File: src/rtl/nbs_pkg.sv
package nbs_pkg;
    typedef enum logic [1:0] {
        K_DATA = 2'd0,
        K_CMD  = 2'd1,
        K_ADDR = 2'd2
    } cyc_kind_e;

    typedef enum logic [2:0] {
        S_IDLE  = 3'd0,
        S_WAIT  = 3'd1,
        S_SETUP = 3'd2,
        S_PULSE = 3'd3,
        S_HOLD  = 3'd4,
        S_ACK   = 3'd5
    } seq_state_e;
endpackage

File: src/rtl/nbs_sync.sv
module nbs_sync #(
    parameter int STAGES = 2
) (
    input  logic clk,
    input  logic rst_n,
    input  logic d,
    output logic q
);
    logic [STAGES-1:0] sh;

    always_ff @(posedge clk or negedge rst_n) begin
        if (!rst_n) sh <= '0;
        else        sh <= {sh[STAGES-2:0], d};
    end

    assign q = sh[STAGES-1];
endmodule

File: src/rtl/nbs_decode.sv
module nbs_decode import nbs_pkg::*; (
    input  logic      we,
    input  logic      ale_bit,
    input  logic      cle_bit,
    output cyc_kind_e kind,
    output logic      conflict
);
    always_comb begin
        conflict = we && ale_bit && cle_bit;
        if (!we)          kind = K_DATA;
        else if (ale_bit) kind = K_ADDR;
        else if (cle_bit) kind = K_CMD;
        else              kind = K_DATA;
    end
endmodule

File: src/rtl/nbs_fsm.sv
module nbs_fsm import nbs_pkg::*; #(
    parameter int T_SETUP   = 2,
    parameter int T_PULSE   = 3,
    parameter int T_HOLD    = 1,
    parameter bit WAIT_BUSY = 1'b1
) (
    input  logic      clk,
    input  logic      rst_n,
    input  logic      req,
    input  logic      bank,
    input  logic      we,
    input  cyc_kind_e kind,
    input  logic      conflict,
    input  logic      chip_live,
    input  logic      rdy_s,
    output logic      take,
    output logic      ack,
    output logic      err,
    output logic      cle,
    output logic      ale,
    output logic      we_n,
    output logic      re_n,
    output logic      dq_oe,
    output logic      capture
);
    localparam int TMAX = (T_SETUP > T_PULSE) ? ((T_SETUP > T_HOLD) ? T_SETUP : T_HOLD)
                                              : ((T_PULSE > T_HOLD) ? T_PULSE : T_HOLD);
    localparam int CNW  = $clog2(TMAX + 1);

    seq_state_e st, st_nx;
    logic [CNW-1:0] cnt;
    logic           cnt_last;
    cyc_kind_e      kind_q;
    logic           wr_q;
    logic           err_q;
    logic           phase;

    always_comb begin
        unique case (st)
            S_SETUP: cnt_last = (cnt == CNW'(T_SETUP - 1));
            S_PULSE: cnt_last = (cnt == CNW'(T_PULSE - 1));
            S_HOLD:  cnt_last = (cnt == CNW'(T_HOLD - 1));
            default: cnt_last = 1'b0;
        endcase
    end

    always_comb begin
        st_nx = st;
        unique case (st)
            S_IDLE: if (req) begin
                if (!bank || conflict || !chip_live) st_nx = S_ACK;
                else if (WAIT_BUSY && !rdy_s)        st_nx = S_WAIT;
                else                                 st_nx = S_SETUP;
            end
            S_WAIT:  if (rdy_s)    st_nx = S_SETUP;
            S_SETUP: if (cnt_last) st_nx = S_PULSE;
            S_PULSE: if (cnt_last) st_nx = S_HOLD;
            S_HOLD:  if (cnt_last) st_nx = S_ACK;
            S_ACK:   st_nx = S_IDLE;
            default: st_nx = S_IDLE;
        endcase
    end

    always_ff @(posedge clk or negedge rst_n) begin
        if (!rst_n) begin
            st     <= S_IDLE;
            cnt    <= '0;
            kind_q <= K_DATA;
            wr_q   <= 1'b0;
            err_q  <= 1'b0;
        end else begin
            st  <= st_nx;
            cnt <= (st_nx != st) ? '0 : cnt + 1'b1;
            if (take) begin
                kind_q <= kind;
                wr_q   <= we;
                err_q  <= bank && conflict;
            end
        end
    end

    always_comb begin
        take    = (st == S_IDLE) && req;
        phase   = (st == S_SETUP) || (st == S_PULSE) || (st == S_HOLD);
        cle     = phase && (kind_q == K_CMD);
        ale     = phase && (kind_q == K_ADDR);
        dq_oe   = phase && wr_q;
        we_n    = !((st == S_PULSE) && wr_q);
        re_n    = !((st == S_PULSE) && !wr_q);
        ack     = (st == S_ACK);
        err     = ack && err_q;
        capture = (st == S_PULSE) && !wr_q && cnt_last;
    end

    p_latch_excl_r4: assert property (@(posedge clk) disable iff (!rst_n) !(cle && ale));
    p_we_re_excl_r9: assert property (@(posedge clk) disable iff (!rst_n) !(!we_n && !re_n));
    p_ack_single_r9: assert property (@(posedge clk) disable iff (!rst_n) ack |=> !ack);
    p_wait_ready_r8: assert property (@(posedge clk) disable iff (!rst_n)
        (st == S_SETUP && $past(st) != S_SETUP) |-> ($past(rdy_s) || !WAIT_BUSY));
endmodule

File: src/rtl/nbs_top.sv
module nbs_top import nbs_pkg::*; #(
    parameter int            NCHIP     = 4,
    parameter int            AW        = 17,
    parameter int            BW        = 8,
    parameter int            ALE_BIT   = 16,
    parameter int            CLE_BIT   = 15,
    parameter logic [AW-1:0] REG_CTRL  = 17'h00050,
    parameter logic [AW-1:0] REG_STAT  = 17'h00054,
    parameter int            T_SETUP   = 2,
    parameter int            T_PULSE   = 3,
    parameter int            T_HOLD    = 1,
    parameter bit            WAIT_BUSY = 1'b1
) (
    input  logic             clk,
    input  logic             rst_n,
    input  logic             bus_req,
    input  logic             bus_bank,
    input  logic             bus_we,
    input  logic [AW-1:0]    bus_addr,
    input  logic [BW-1:0]    bus_wdata,
    output logic [BW-1:0]    bus_rdata,
    output logic             bus_ack,
    output logic             bus_err,
    output logic [NCHIP-1:0] fl_cs,
    output logic             fl_cle,
    output logic             fl_ale,
    output logic             fl_we_n,
    output logic             fl_re_n,
    output logic [7:0]       fl_dq_o,
    output logic             fl_dq_oe,
    input  logic [7:0]       fl_dq_i,
    input  logic             fl_rdy
);
    localparam int CTW = 2 * NCHIP;

    logic [CTW-1:0] ctrl_q;
    logic [7:0]     dq_q;
    logic           rdy_s;
    logic           take;
    logic           capture;
    logic           conflict;
    cyc_kind_e      kind;

    for (genvar n = 0; n < NCHIP; n++) begin : g_cs
        assign fl_cs[n] = ctrl_q[2*n] && ctrl_q[2*n+1];
    end

    nbs_sync #(.STAGES(2)) u_sync (
        .clk(clk), .rst_n(rst_n), .d(fl_rdy), .q(rdy_s)
    );

    nbs_decode u_dec (
        .we(bus_we), .ale_bit(bus_addr[ALE_BIT]), .cle_bit(bus_addr[CLE_BIT]),
        .kind(kind), .conflict(conflict)
    );

    nbs_fsm #(
        .T_SETUP(T_SETUP), .T_PULSE(T_PULSE), .T_HOLD(T_HOLD), .WAIT_BUSY(WAIT_BUSY)
    ) u_fsm (
        .clk(clk), .rst_n(rst_n), .req(bus_req), .bank(bus_bank), .we(bus_we),
        .kind(kind), .conflict(conflict), .chip_live(|fl_cs), .rdy_s(rdy_s),
        .take(take), .ack(bus_ack), .err(bus_err), .cle(fl_cle), .ale(fl_ale),
        .we_n(fl_we_n), .re_n(fl_re_n), .dq_oe(fl_dq_oe), .capture(capture)
    );

    always_ff @(posedge clk or negedge rst_n) begin
        if (!rst_n) begin
            ctrl_q    <= '0;
            dq_q      <= '0;
            bus_rdata <= '0;
        end else begin
            if (take) dq_q <= bus_wdata[7:0];
            if (take && !bus_bank) begin
                if (bus_we) begin
                    if (bus_addr == REG_CTRL) ctrl_q <= bus_wdata[CTW-1:0];
                end else if (bus_addr == REG_CTRL) begin
                    bus_rdata <= BW'(ctrl_q);
                end else if (bus_addr == REG_STAT) begin
                    bus_rdata <= BW'(rdy_s);
                end else begin
                    bus_rdata <= '0;
                end
            end
            if (capture) bus_rdata <= BW'(fl_dq_i);
        end
    end

    assign fl_dq_o = dq_q;

    p_strobe_needs_cs_r10: assert property (@(posedge clk) disable iff (!rst_n)
        (!fl_we_n || !fl_re_n) |-> (|fl_cs));
    p_err_with_ack_r4: assert property (@(posedge clk) disable iff (!rst_n)
        bus_err |-> bus_ack);
    p_cs_stable_r5: assert property (@(posedge clk) disable iff (!rst_n)
        (!fl_we_n) |-> $stable(fl_cs));
endmodule

File: config.mk
export PLATFORM = sky130hd
export DESIGN_NAME = nbs_top
export DESIGN_NICKNAME = d
export VERILOG_FILES = /design/src/rtl/nbs_pkg.sv /design/src/rtl/nbs_sync.sv /design/src/rtl/nbs_decode.sv /design/src/rtl/nbs_fsm.sv /design/src/rtl/nbs_top.sv
export SDC_FILE = /design/constraint.sdc
export NUM_CORES = 1
export LEC_CHECK = 0
export BUFFER_PORTS_ARGS = -buffer_cell sky130_fd_sc_hd__buf_2
export CORE_MARGIN = 2
export CORE_UTILIZATION = 25
export DETAILED_ROUTE_END_ITERATION = 12
export HOLD_SLACK_MARGIN = 0.12
export PLACE_DENSITY_LB_ADDON = 0.08
export RECOVER_POWER = 100
export SLEW_MARGIN = 20
export SYNTH_ARGS = -nofsm -noshare
export SYNTH_HDL_FRONTEND = slang
export SYNTH_SLANG_ARGS = --single-unit
File: constraint.sdc
create_clock -name clk -period 3.5 [get_ports clk]
set_input_delay 0.875 -clock clk [delete_from_list [all_inputs] [get_ports clk]]
set_output_delay 0.875 -clock clk [all_outputs]
set_load 0.01 [all_outputs]
After elaboration in Yosys (flattened, before gate mapping)
Cells that the tools add are included.

word-level totals
  flip-flop bits (word level) = 35
  output and inout bits = 27
  word-level logic and storage cells = 72
  input bits = 39

operators by class
  eq/ne operators = 13
  add/subtract/negate cells = 1
  mux-type cells = 18
  reductions and logical operators = 31

operators by type and width
  cell                 number
  $eq 17x7->1 const B  2
  $mux 8               4
  $mux 3               6
  $logic_and 1x1->1    16
  $pmux 3 s5           1
  $mux 2               4
  $eq 3x2->1 const B   2
  $eq 3x3->1 const B   2
  $logic_not 1->1      5
  $eq 2x1->1 const B   2
  $eq 2x2->1 const B   2
  $logic_or 1x1->1     4
  $reduce_or 4->1      1
  $eq 3x1->1 const B   1
  $logic_not 3->1      1
  $ne 3x3->1           1
  $pmux 1 s3           1
  $reduce_and 3->1     1
  $add 2x1->2 const B  1
  $logic_not 2->1      1
  $mux 1               2
  $ne 2x1->1 const B   1
  $reduce_and 2->1     1
  $reduce_bool 2->1    1

Longest topological paths before layout
Gate-level depths: netlist of the first run.

  depth in word-level cells = 9
  depth in mapped cells = 6
  gate-level depth less buffers = 5

Cells and area by module
A second synthesis of the first run with hierarchy kept.

second synthesis, totals
  cell total of the unflattened synthesis = 163
  area, all modules = 1824.2 sq um

by module, submodules not included
  module      cells an instance  seq. area each (sq um)  instances  area an instance (sq um)
  nbs_top     92                 600.6                   1          1121.1
  nbs_fsm     66                 225.2                   1          629.4
  nbs_sync    2                  50.0                    1          50.0
  nbs_decode  3                  0.0                     1          23.8

Worst setup path after synthesis of the first run
Ideal clock, no wire load.

  path kind = in2reg
  from = in bus_addr[11]
  to = reg ctrl_q[1]
  buffers on the path = 2
  setup slack = 1.117 ns
  required time = 3.375 ns
  stages = 6
  data arrival time = 2.258 ns
  setup time = 0.125 ns
  path through = or4_1 buf_1 nor2_1 and3_1 buf_4 mux2_2

between the ends
  longest elaborated chain between the ends = 2

ends and longest elaborated chain
  item                        RTL line       source
  start: declaration          nbs_top.sv:19  input logic [AW-1:0] bus_addr,
  $eq 17x7->1                 nbs_top.sv:75  if (bus_addr == REG_CTRL) ctrl_q <= bus_wdata[CTW-1:0];
  $reduce_and 3->1 (no line)  -
  end signal: assignment      nbs_top.sv:75
  end: declaration            nbs_top.sv:36  logic [CTW-1:0] ctrl_q;

No other way between the ends.
A chain may end at the register's enable or synchronous reset.

Worst setup path after layout of the first run
  from = in bus_req
  to = reg ctrl_q[2]

between the ends
  longest elaborated chain between the ends = 3

ends and longest elaborated chain
  item                        RTL line       source
  start: declaration          nbs_top.sv:16  input logic bus_req,
  $logic_and 1x1->1           nbs_fsm.sv:83  take = (st == S_IDLE) && req;
  $logic_and 1x1->1           nbs_top.sv:73  if (take && !bus_bank) begin
  $reduce_and 3->1 (no line)  -

No other way between the ends.

==> impl_metrics.json, run 1 <==
{
  "status": "finished, violations left",
  "violations": "capacitance limit, slew limit",
  "vias": 1630,
  "synth_ff_type": "dfrtp_1",
  "setup_violations": 0,
  "post-cts-setup-buffers": 0,
  "vdd_ir_drop_max_v": 0.000218,
  "syn_nets": 236,
  "p_int_mw": 0.899,
  "maxCapViolCount": 1,
  "core_mm2": 0.00687,
  "cts_max_level": 2,
  "syn_inst": 196,
  "grt_overflow": 0,
  "power.share.sequential": 0.449,
  "io_buffers": 65,
  "ys_ff_latch": 35,
  "rows": 30,
  "final_common_cell": "buf_2",
  "tns_ns": 0,
  "drt_pass1_iterations": 4,
  "p_comb_frac": 0.325,
  "drt_wl_total_mm": 4.98,
  "fmax_mhz": 387,
  "nets": 298,
  "swShare": 0.377,
  "worst_setup_path_start_kind": "primary input",
  "path_clk_slew_ns": 0.07,
  "worstPathRequired_ns": 3.67,
  "grt_pass1_vias": 1570,
  "dp_hpwl_mm": 3.69,
  "synth_edf_count": 0,
  "relSlewSlack": -0.318,
  "clock_latency_ns": 0.29,
  "switching_power_mw": 0.544,
  "routabilityCongestion": 0.707,
  "clock_skew_ns": 0.00735,
  "place_area_mm2": 0.00221,
  "period_needed_ns": 2.59,
  "max-clock-path-buffers": 2,
  "arrival_ns": 2.76,
  "grt_max_degree": 36,
  "drc": 0,
  "wl_per_cell_um": 14.0,
  "drive_gt1_frac": 0.212,
  "dieArea_mm2": 0.00789,
  "syn_area_per_cell_um2": 9.17,
  "yosysSeqAreaShare": 0.487,
  "synth-async-reset-ratio": 1.00,
  "antenna_found_initial": 0,
  "setup.worst_path.end_class": "flop",
  "cts_tree": "yes",
  "hold_viol_final": 0,
  "min_period_over_period": 0.739,
  "final_area_mm2": 0.00228,
  "worstMarginPinSlew_ns": 1.98,
  "cts-buffers-inserted": 5,
  "maxSlewViolCount": 36,
  "pin_count": 66,
  "cts_hold_buf": 0,
  "yosysWarnings": 0,
  "crit_type": "primary input to flop",
  "post_cts_resized": 0,
  "p_clk_frac": 0.226,
  "cp_max_fo": 18,
  "grtUsageTotal": 0.131,
  "drtAntennaViolNets": 0,
  "syn_to_final_growth_pct": 26.7,
  "final_util": 0.332,
  "die_h_um": 88.8,
  "cts_root_buf": "clkbuf_8",
  "layout_common_cells": "buf_2 (38), nand2_1 (36), dfrtp_1 (35)",
  "synth.distinct_cells": 36,
  "grt_pass1_wl_mm": 7.78,
  "cts.sinks": 35,
  "start_util": 0.262,
  "hold_path.class": "flop to flop",
  "p_leak_nw": 1.04,
  "die_w_um": 88.8,
  "rsz0062_at_grt": "false",
  "power.density_mw_per_mm2": 634,
  "syn-cell-area_mm2": 0.00180,
  "drt-vias-per-instance": 4.59,
  "num_antenna_cells": 0,
  "drt-initial-drc-count": 58
}
[final timing paths]
check	start	slack (ns)	end	depth (start not counted)
min reg2reg	u_sync.sh[0]	0.35	u_sync.sh[1]	0
max	bus_req	0.91	ctrl_q[2]	5
min in group asynchronous	rst_n	1.13	u_fsm.st[0]	1
max in group asynchronous	rst_n	1.22	ctrl_q[5]	1
min	u_sync.sh[0]	0.35	u_sync.sh[1]	0
max reg2reg	u_fsm.st[1]	1.03	ctrl_q[2]	4
[cell families after synthesis]
kind of cell	Yosys count	share of synthesized area
adder cells (fa/ha/maj)	1	0.00696
buffers and inverters	16	0.0383
AO/OA/AOI/OAI	32	0.105
AND/OR/NAND/NOR	102	0.301
flip-flops	35	0.487
multiplexers	10	0.0612
[sequential cells by signal, summed over array words and instances, names as in the netlist]
name and count:
bus_rdata 8, ctrl_q 8, fl_dq_o 8, u_fsm.st 3, u_fsm.cnt 2, u_fsm.kind_q 2
u_sync.sh 2, u_fsm.err_q 1, u_fsm.wr_q 1
[metrics by stage]
stage	setup WS [ns]	hold slack [ns]	total power, mW	cells
floorplan	1.12	0.331	0.950	196
global placement	0.663	0.333	1.16	347
CTS	0.936	0.352	1.49	355
detailed placement	0.638	0.335	1.16	347
global route	0.739	0.361	1.56	355
finish	0.914	0.350	1.44	355
[synthesized netlist by cell type (all sizes together), types with 2 or more instances]
| cell type | number | area share |
|---|---|---|
| dfrtp | 35 | 0.49 |
| buf | 8 | 0.022 |
| mux2 | 8 | 0.050 |
| and2 | 5 | 0.017 |
| a21oi | 18 | 0.050 |
| and3 | 4 | 0.014 |
| clkbuf | 4 | 0.0083 |
| or3 | 2 | 0.0070 |
| inv | 4 | 0.0083 |
| nand2 | 36 | 0.075 |
| nand3b | 3 | 0.013 |
| nor4b | 4 | 0.019 |
| o21ai | 4 | 0.011 |
| a211oi | 2 | 0.0083 |
| nor2b | 4 | 0.014 |
| nor2 | 13 | 0.027 |
| a22oi | 3 | 0.013 |
| nand3 | 11 | 0.031 |
| mux2i | 2 | 0.011 |
| or4 | 2 | 0.0083 |
| nor4 | 3 | 0.010 |
| nor3b | 10 | 0.042 |
[cell type report]
| class | instances | area, um2 |
|---|---|---|
| clock buffers | 8 | 100 |
| fillers | 765 | 4590 |
| inverters | 4 | 15.0 |
| multi-input cells | 145 | 860 |
| flip-flops and latches | 35 | 876 |
| well taps | 96 | 120 |
| repair buffers | 67 | 307 |
[critical path, stage by stage]
cell and delay, ns:
clkbuf_1 0.15, or4b_1 0.77, nor2_1 0.18, and3_1 0.39
mux2_2 0.38
[power by group through the flow]
stage / Clock (mW) / Combinational, mW / Sequential [mW]
finish: 0.327 / 0.469 / 0.648
global route: 0.355 / 0.537 / 0.670
CTS: 0.339 / 0.505 / 0.648
detailed placement: 0 / 0.502 / 0.654
global placement: 0 / 0.501 / 0.659
floorplan: 0 / 0.316 / 0.634
[routing by layer]
layer,global-route usage,vias to the layer above,part of all wire,routed length [um]
met5,0,-,0,0
met2,0.197,53,0.43,2160
met1,0.185,763,0.49,2460
met4,0.0413,0,0.013,63
li1,-,808,-,-
met3,0.0326,6,0.059,295
No activity file was read; power rests on OpenSTA's default activity.
==> run 2, diff against run 1 <==
--- a/config.mk
+++ b/config.mk
@@ -5,6 +5,7 @@
 export SDC_FILE = /design/constraint.sdc
 export NUM_CORES = 1
 export LEC_CHECK = 0
+export ABC_AREA = 1
 export BUFFER_PORTS_ARGS = -buffer_cell sky130_fd_sc_hd__buf_2
 export CORE_MARGIN = 2
 export CORE_UTILIZATION = 25
==> constraint.sdc (replaced) <==
create_clock -name clk -period 2.49 [get_ports clk]
set_input_delay 0.6225 -clock clk [delete_from_list [all_inputs] [get_ports clk]]
set_output_delay 0.6225 -clock clk [all_outputs]
set_load 0.01 [all_outputs]
==> impl_metrics.json, run 2 <==
{
  "post-cts-setup-buffers": 0,
  "clock_latency_ns": 0.30,
  "grt_max_degree": 19,
  "cts_root_buf": "clkbuf_8",
  "synth_edf_count": 0,
  "slowest_stage": "dfrtp_1",
  "clock_skew_ns": 0.0143,
  "fmax_mhz": 458,
  "p_comb_frac": 0.359,
  "yosysSeqAreaShare": 0.466,
  "hold_viol_final": 0,
  "grt_overflow": 0,
  "register_area_um2": 876,
  "path_cells": "inv_2 -> nand2_2 -> nor2_4 -> inv_1 -> nor2_4 -> inv_1 -> buf_2",
  "die_w_um": 90.7,
  "synth-async-reset-ratio": 1.00,
  "drt_wl_total_mm": 4.79,
  "final_area_mm2": 0.00239,
  "switching_power_mw": 0.909,
  "p_leak_nw": 1.21,
  "grt_pass1_wl_mm": 7.89,
  "syn_to_final_growth_pct": 27.3,
  "worstPathRequired_ns": 1.87,
  "relSlewSlack": 0.422,
  "min_period_over_period": 0.878,
  "core_mm2": 0.00725,
  "worst_setup_path_start_kind": "flop",
  "syn_nets": 275,
  "power.density_mw_per_mm2": 992,
  "cp_max_fo": 6,
  "dieArea_mm2": 0.00823,
  "finalWorstSetupSlack_ns": 0.305,
  "drt_pass1_iterations": 4,
  "setup.worst_path.end_class": "output port",
  "multiInputGateArea_um2": 815,
  "synth.distinct_cells": 31,
  "worstMarginPinSlew_ns": 0.867,
  "p_int_mw": 1.46,
  "yosysTopAreaCell": "dfrtp_1",
  "path_buf_inv": 4,
  "yosys-top-cells-count": "nand2_1 (54), inv_1 (37), dfrtp_1 (35), nor2_1 (21), nand3_1 (14)",
  "drt-vias-per-instance": 4.16,
  "start_util": 0.259,
  "io_buffers": 65,
  "path_clk_slew_ns": 0.08,
  "nets": 345,
  "hold_slack_ns": 0.349,
  "netlist.area_leader.share": 0.466,
  "cp_top_family": "flip-flops",
  "cts.sinks": 35,
  "yosysMostFrequentCell": "nand2_1",
  "num_antenna_cells": 0,
  "setup_violations": 0,
  "drt-initial-drc-count": 69,
  "dp_hpwl_mm": 3.71,
  "vdd_ir_drop_max_v": 0.000398,
  "p_clk_frac": 0.266,
  "syn-cell-area_mm2": 0.00188,
  "swShare": 0.383,
  "arrival_ns": 1.56,
  "maxCapViolCount": 0,
  "max_stage_delay_ns": 0.48,
  "pre_cts_slack_ns": 0.477,
  "cts_tree": "yes",
  "pin_count": 66,
  "grt_pass1_vias": 1592,
  "antenna_found_initial": 0,
  "power.share.sequential": 0.375,
  "max-clock-path-buffers": 2,
  "wl_per_cell_um": 11.8,
  "crit_type": "flop to output port",
  "vias": 1685,
  "drtAntennaViolNets": 0,
  "maxSlewViolCount": 0,
  "tns_ns": 0,
  "cts_hold_buf": 0,
  "syn_area_per_cell_um2": 8.00,
  "fillers": 827,
  "ys_ff_latch": 35,
  "status": "complete, no violations",
  "grtUsageTotal": 0.121,
  "period_needed_ns": 2.19,
  "synthTopCellsByArea": "dfrtp_1 (47%), nand2_1 (11%), inv_1 (7.4%), nor2_1 (4.2%), nand3_1 (3.7%)",
  "routabilityCongestion": 0.739,
  "place_area_mm2": 0.00231,
  "yosysWarnings": 0,
  "drive_gt1_frac": 0.222,
  "numPlacedInstances": 397,
  "rsz0062_at_grt": "false",
  "cts-buffers-inserted": 5,
  "post_cts_resized": 0,
  "synth_ff_type": "dfrtp_1",
  "final_common_cell": "nand2_1",
  "final_cells": 405,
  "drc": 0,
  "die_h_um": 90.7,
  "cts_max_level": 2,
  "layout_common_cells": "nand2_1 (54), buf_2 (39), inv_1 (37)",
  "rows": 31,
  "hold_path.class": "primary input to asynchronous set/reset pin",
  "syn_inst": 235
}
-- run 2: cell count changes after synthesis, sizes merged, moves of 5 or more --
| cell | before | now |
|---|---|---|
| nand2 | 36 | 61 |
| nor3b | 10 | 0 |
| mux2 | 8 | 0 |
| a21oi | 18 | 8 |
| inv | 4 | 39 |
| o21ai | 4 | 27 |
| buf | 8 | 3 |
| nor2 | 13 | 28 |
| nand3 | 11 | 18 |
-- run 2: power groups by stage --
stage | Clock, mW | Sequential, mW | Combinational (mW)
2_1_floorplan | 0 | 0.950 | 0.551
3_3_place_gp | 0 | 0.902 | 0.912
4_1_cts | 0.647 | 0.893 | 0.922
3_5_place_dp | 0 | 0.901 | 0.922
5_1_grt | 0.668 | 0.917 | 0.976
6_report | 0.631 | 0.889 | 0.853
-- run 2: cells by family (layout without fill, tap and decap cells) --
group / Yosys count / count (layout) / share of synthesized area
buf+inv: 43 / 114 / 0.0945
simple gates: 116 / 116 / 0.309
flops: 35 / 35 / 0.466
fa+ha+maj: 1 / 1 / 0.00665
compound gates: 40 / 40 / 0.124
-- run 2: final cells by class --
type | count | share of cell area
clock inverters | 2 | 0.0251
inverters | 39 | 0.0612
multi-input cells | 157 | 0.340
repair buffers | 67 | 0.125
well taps | 99 | 0.0518
clock buffers | 6 | 0.0303
flip-flops and latches | 35 | 0.366
-- run 2: through the flow --
| stage | utilization | total power [mW] |
|---|---|---|
| floorplan | - | 1.50 |
| finish | 0.330 | 2.37 |
| detailed placement | 0.319 | 1.82 |
| global placement | 0.319 | 1.81 |
| CTS | 0.337 | 2.46 |
| global route | 0.330 | 2.56 |
-- run 2: worst paths after layout --
| kind | start | to | slack (ns) | cells after the start |
|---|---|---|---|---|
| worst max-delay path | u_fsm.st[2] | fl_re_n | 0.30 | 7 |
| worst min-delay path | rst_n | u_fsm.err_q | 0.35 | 1 |
| worst max register to register | u_fsm.st[1] | bus_rdata[0] | 0.46 | 9 |
| worst min register to register | u_sync.sh[0] | u_sync.sh[1] | 0.35 | 0 |
| max in group asynchronous | rst_n | ctrl_q[1] | 0.91 | 2 |
| min in group clk | u_sync.sh[0] | u_sync.sh[1] | 0.35 | 0 |
-- run 2: layer usage --
layer | GRT usage | up-vias | share of wire
met1 | 0.167 | 746 | 0.50
met5 | 0 | - | 0
li1 | - | 885 | -
met3 | 0.0384 | 6 | 0.066
met4 | 0.0346 | 0 | 0.012
met2 | 0.181 | 48 | 0.42
